===== config.mk =====
export PLATFORM = sky130hd
export DESIGN_NAME = gpio_port_bank
export DESIGN_NICKNAME = d
export VERILOG_FILES = /design/src/rtl/gpio_port_bank.sv
export SDC_FILE = /design/constraint.sdc
export NUM_CORES = 1
export LEC_CHECK = 0
export ABC_AREA = 0
export ABC_CLOCK_PERIOD_IN_PS = 1150
export BUFFER_PORTS_ARGS = -buffer_cell sky130_fd_sc_hd__buf_2
export CELL_PAD_IN_SITES_DETAIL_PLACEMENT = 0
export CELL_PAD_IN_SITES_GLOBAL_PLACEMENT = 1
export CORE_MARGIN = 3
export CORE_UTILIZATION = 37
export CTS_CLUSTER_SIZE = 8
export DETAILED_ROUTE_END_ITERATION = 12
export PLACE_DENSITY = 0.8
export SETUP_SLACK_MARGIN = 0.2
export SLEW_MARGIN = 20
export SYNTH_ARGS = -nofsm -noshare
export SYNTH_HDL_FRONTEND = slang
export SYNTH_SLANG_ARGS = --single-unit
export TNS_END_PERCENT = 5

===== constraint.sdc =====
create_clock -name clk -period 1.15 [get_ports clk]
set_input_delay 0.23 -clock clk [delete_from_list [all_inputs] [get_ports clk]]
set_output_delay 0.23 -clock clk [all_outputs]
set_load 0.01 [all_outputs]

===== src/rtl/gpio_port_bank.sv =====
module gpio_port_bank #(
  parameter int GROUPS = 4,
  parameter int GW = 4,
  parameter logic [7:0] BASE = 8'h80,
  parameter logic [7:0] STRIDE = 8'h10,
  localparam int NPIN = GROUPS * GW,
  localparam int DW = 2 * GW
) (
  input  logic            clk,
  input  logic            rst_n,
  input  logic            port_en,
  input  logic [7:0]      sfr_addr,
  input  logic            sfr_wr,
  input  logic            sfr_rd,
  input  logic [DW-1:0]   sfr_wdata,
  output logic [DW-1:0]   sfr_rdata,
  input  logic [NPIN-1:0] pin_in,
  output logic [NPIN-1:0] pin_out,
  output logic [NPIN-1:0] pin_oe
);
  logic [NPIN-1:0] dir_q, dat_q, sync1_q, sync2_q;
  logic [GROUPS-1:0] hit;
  logic [DW-1:0] rd_mux;

  for (genvar g = 0; g < GROUPS; g++) begin : g_grp
    localparam logic [7:0] ADDR = 8'(BASE + STRIDE * g);
    assign hit[g] = (sfr_addr == ADDR);

    always_ff @(posedge clk or negedge rst_n) begin
      if (!rst_n) begin
        dir_q[g*GW +: GW] <= '0;
        dat_q[g*GW +: GW] <= '0;
      end else if (sfr_wr && hit[g]) begin
        dir_q[g*GW +: GW] <= sfr_wdata[DW-1:GW];
        dat_q[g*GW +: GW] <= sfr_wdata[GW-1:0];
      end
    end
  end

  always_comb begin
    rd_mux = '0;
    for (int g = 0; g < GROUPS; g++)
      if (hit[g]) rd_mux = rd_mux | {dir_q[g*GW +: GW], sync2_q[g*GW +: GW]};
  end

  always_ff @(posedge clk or negedge rst_n) begin
    if (!rst_n) begin
      sync1_q   <= '0;
      sync2_q   <= '0;
      sfr_rdata <= '0;
    end else begin
      sync1_q   <= pin_in;
      sync2_q   <= sync1_q;
      sfr_rdata <= (sfr_rd && |hit) ? rd_mux : '0;
    end
  end

  assign pin_oe  = dir_q & {NPIN{port_en}};
  assign pin_out = dat_q & pin_oe;
endmodule



== Yosys cells after proc, flatten, opt, wreduce, memory -nomap -nowiden ==
Cells that the tools add are included.

* Register bits: 72
* Output and inout bits: 40

* Reduce and logical (&&, ||, !) cells: 6
* Bitwise logic cells: 5
* Eq/ne operators: 4
* Mux-type cells: 5

{| class="wikitable"
|+ Operators by type and width
! cell !! number
|-
| two-way mux 8 bit || 5
|-
| AND 16 bit || 2
|-
| equality test 8 bit, second input constant || 4
|-
| bitwise OR 8 bit || 3
|-
| logical AND 1 bit || 5
|-
| OR reduction 4 bit || 1
|}

== Logic depth before layout (Yosys ltp) ==
* Depth in word-level cells: 9
* Depth in mapped cells: 4
* Depth with buffers taken out: 3

== Worst setup path after synthesis ==
No wires, ideal clock.

* Path type: input to register
* Start point: input port sfr_addr[6]
* End point: register dat_q[4]
* Data required time: 1025 ps
* Cell stages on the path: 3
* Setup slack: -219 ps
* Arrival time: 1244 ps
* Cells stage by stage: nor4b_4 -> nand4b_2 -> mux2_2

* Longest elaborated chain between the ends: 2

{| class="wikitable"
|+ Ends and longest elaborated chain
! element !! line !! source
|-
| from (decl) || 12 || <nowiki>input logic [7:0] sfr_addr,</nowiki>
|-
| equality test 8 bit || 27 || <nowiki>assign hit[g] = (sfr_addr == ADDR);</nowiki>
|-
| logical AND 1 bit || 33 || <nowiki>end else if (sfr_wr && hit[g]) begin</nowiki>
|-
| to (signal, indexed assignment) || 35 || <nowiki>dat_q[g*GW +: GW] <= sfr_wdata[GW-1:0];</nowiki>
|-
| to (decl) || 21 || <nowiki>logic [NPIN-1:0] dir_q, dat_q, sync1_q, sync2_q;</nowiki>
|}

Every way passes these cells.
A chain may end at the register's enable or synchronous reset.

== Final worst setup path ==
* Start point: register dir_q[7]
* End point: output port pin_out[7]

* Longest elaborated chain between the ends: 2

{| class="wikitable"
|+ Ends and longest elaborated chain
! element !! line !! source
|-
| from (decl) || 21 ||
|-
| from (signal, indexed assignment) || 34 || <nowiki>dir_q[g*GW +: GW] <= sfr_wdata[DW-1:GW];</nowiki>
|-
| AND 16 bit || 58 || <nowiki>assign pin_oe = dir_q & {NPIN{port_en}};</nowiki>
|-
| AND 16 bit || 59 || <nowiki>assign pin_out = dat_q & pin_oe;</nowiki>
|-
| to (decl) || 18 || <nowiki>output logic [NPIN-1:0] pin_out,</nowiki>
|}

Every way passes these cells.

==> results.ini <==
[die]
coreArea_um2=6940
die_x_um=91.6
die-area_um2=8400
num_io_pins=77
rows=30
die_h_um=91.6
initial_core_util_pct=39.1

[synthesis]
yosys.area.top_type_share_pct=66.4
syn_inst=166
synth_cell_types=16
synthTopCellsByArea=dfrtp_1 66%, mux2_2 13%, mux4_2 6.6%
synth-seq-cells=72
syn_area_um2=2710
syn_area_per_cell_um2=16.3
yosys_warnings=0
ys_seq_area_share_pct=66.4
synth_nets=203
synth_largest_area_cell=dfrtp_1

[sta]
min_period_ns=1.35
rsz0062_at_grt=true
fin_crit_sh_pct=118
tightest_slew_ns=0.378
final.setup.worst_slack_ns=-0.202
max_freq_mhz=740
finalSetupViolations=34
hold_viol=0
slew_headroom_pct=74.8
skew_ns=0.00787
whs_ns=0.170
slew_violations=0

[finish]
diodes=0
drive_above_1_share_pct=64.5
syn_to_final_growth_pct=58.3
regArea_um2=1800
final_cell_mix=72 x dfrtp_1, 48 x buf_2, 46 x buf_6, 18 x mux2_2, 17 x dlygate4sd3_1
final.fill_count=531
multi_input_area_um2=1080
final_common_cell=dfrtp_1
layout.nets=332

[placement]
dp_hpwl_um=3970
gp_congestion=0.755
portBuffers=76

[outcome]
violations=negative setup slack
status=complete, but fails checks

[min_path]
holdCritPathClass=in2reg
min_from=sfr_wdata[4]
holdPathEnd=dir_q[4]
hold_depth=2

[power_and_ir_drop]
sw_frac_of_total_pct=21.0
powerDensity_nw_per_um2=1290
ir_worst_vdd_v=0.000681
p_leak_nw=2.19
clock_power_share_pct=42.3
p_seq_share_pct=48.4
p_int_w=0.00438
total_power_w=0.00555
switchingPower_w=0.00117
pwr-share-comb_pct=9.3

[grt]
grt_pass1_wl_um=10300
grt_pass1_vias=1977
overflow=0
antenna_found_initial=0
grtUsageTotal_pct=16.0
grt_start_max_net_pins=73

[worst_setup_path]
crit_slowest_cell=dfrtp_1
crit_chain=buf_6 -> and3_4 -> buf_6
worstPathMaxFanout=3
crit_family=flip-flops
r2r_end=sfr_rdata[5]
reg2regPathDepth=3
ff2ff_setup_slack_ns=-0.08
crit_top_cell=buf_6
start_kind=flip-flop
reg2reg_from=dir_q[13]
arrival_ns=1.12
slowest_delay_ns=0.39
end_kind=output port
cp.depth=3
crit_required_ns=0.92
path_buf_inv=2
crit_type=reg2out

[clock_network]
cts_made_buffers=9
cts_root_buf=clkbuf_8
clk_pin_slew_worst_paths_ns=0.08
cts_sinks=72
cts_buffer_depth=2
cts_tree=done
ctsHtreeMaxLevel=3
clk_latency_ns=0.34

[routing]
drt-total-wl_um=6190
ant_nets=0
drtIter0Drc=65
vias=1831
drt_pre_antenna_iters=4
post_drt_wl_per_cell_um=15.7
viasPerCell=4.64
drc=0

[run]
cap_violations=0

==> worst register-to-register path, stage by stage, from the launching register on <==
cell and delay, ns:
dfrtp_1 0.40, buf_4 0.14, mux4_2 0.45, nor2b_4 0.13
==> registers in the layout, summed over array words and instances (netlist names) <==
signal and cells:
dat_q 16, dir_q 16, sync1_q 16, sync2_q 16
sfr_rdata 8
==> kinds of logic (layout without fill, tap and decap cells) <==
| group | count (synthesis) | count (layout) | synth area share [%] |
|---|---|---|---|
| flops | 72 | 72 | 66.4 |
| simple gates | 49 | 49 | 13.0 |
| buf+inv | 5 | 138 | 0.737 |
| mux | 40 | 40 | 19.9 |
==> synth_stat cells <==
cell,count
and2_1,16
nand4b_2,2
nand3_1,1
and3_1,16
nor2_1,2
nand3_2,1
buf_2,1
nand4_2,1
dfrtp_1,72
clkbuf_1,3
mux4_2,8
nor3b_2,1
nor4b_4,1
mux2_2,32
buf_1,1
nor2b_1,8
==> layer usage <==
metal,vias up,GRT usage [%],part of all wire (%)
met4,0,5.78,1.0
li1,850,-,-
met2,62,24.2,49
met1,911,21.8,43
met3,8,4.92,6.3
met5,-,0,0
==> metrics by stage <==
stage | instance area (µm²) | utilization, % | std cells | setup slack (ns) | TNS (ns)
2_1_floorplan | 2710 | - | 166 | -0.219 | -6.70
6_report | 4300 | 61.9 | 395 | -0.202 | -5.27
3_5_place_dp | 3440 | 49.5 | 360 | -0.401 | -11.01
4_1_cts | 4200 | 60.5 | 394 | -0.226 | -5.98
5_1_grt | 4300 | 61.9 | 395 | -0.261 | -7.09
3_3_place_gp | 3440 | 49.5 | 360 | -0.360 | -10.42
==> how the worst max path moves through the flow <==
stage	from	to	slack [ns]
after floorplan	sfr_addr[6]	dat_q[4]	-0.22
after global placement	sfr_addr[6]	dir_q[9]	-0.36
after detailed placement	sfr_addr[6]	dir_q[10]	-0.40
after CTS	dir_q[7]	pin_out[7]	-0.23
after global routing	dir_q[7]	pin_out[7]	-0.26
final	dir_q[7]	pin_out[7]	-0.20
==> repair_timing <==
item                                   in CTS  in global routing
hold buffers                               17                  0
buffers inserted                            2                  1
endpoints found under the hold margin      88                  0
resized for setup                          74                 17
setup endpoints to repair                  80                 80
pin swaps                                   5                  0
==> power by group through the flow <==
stage	clock network (W)	logic (W)	registers (W)
final	0.00235	0.000515	0.00269
after global routing	0.00252	0.000563	0.00270
after CTS	0.00241	0.000509	0.00269
after detailed placement	0	0.000391	0.00273
after global placement	0	0.000384	0.00273
after floorplan	0	0.000150	0.00272
==> cell type report <==
cell class	instances	share of cell area (%)
Multi-Input combinational cell	89	25.2
Tap cell	96	2.80
Clock buffer	10	2.97
Clock inverter	5	2.48
Sequential cell	72	41.9
Timing Repair Buffer	123	24.6
Note: power is estimated with default switching activity, not from simulation.
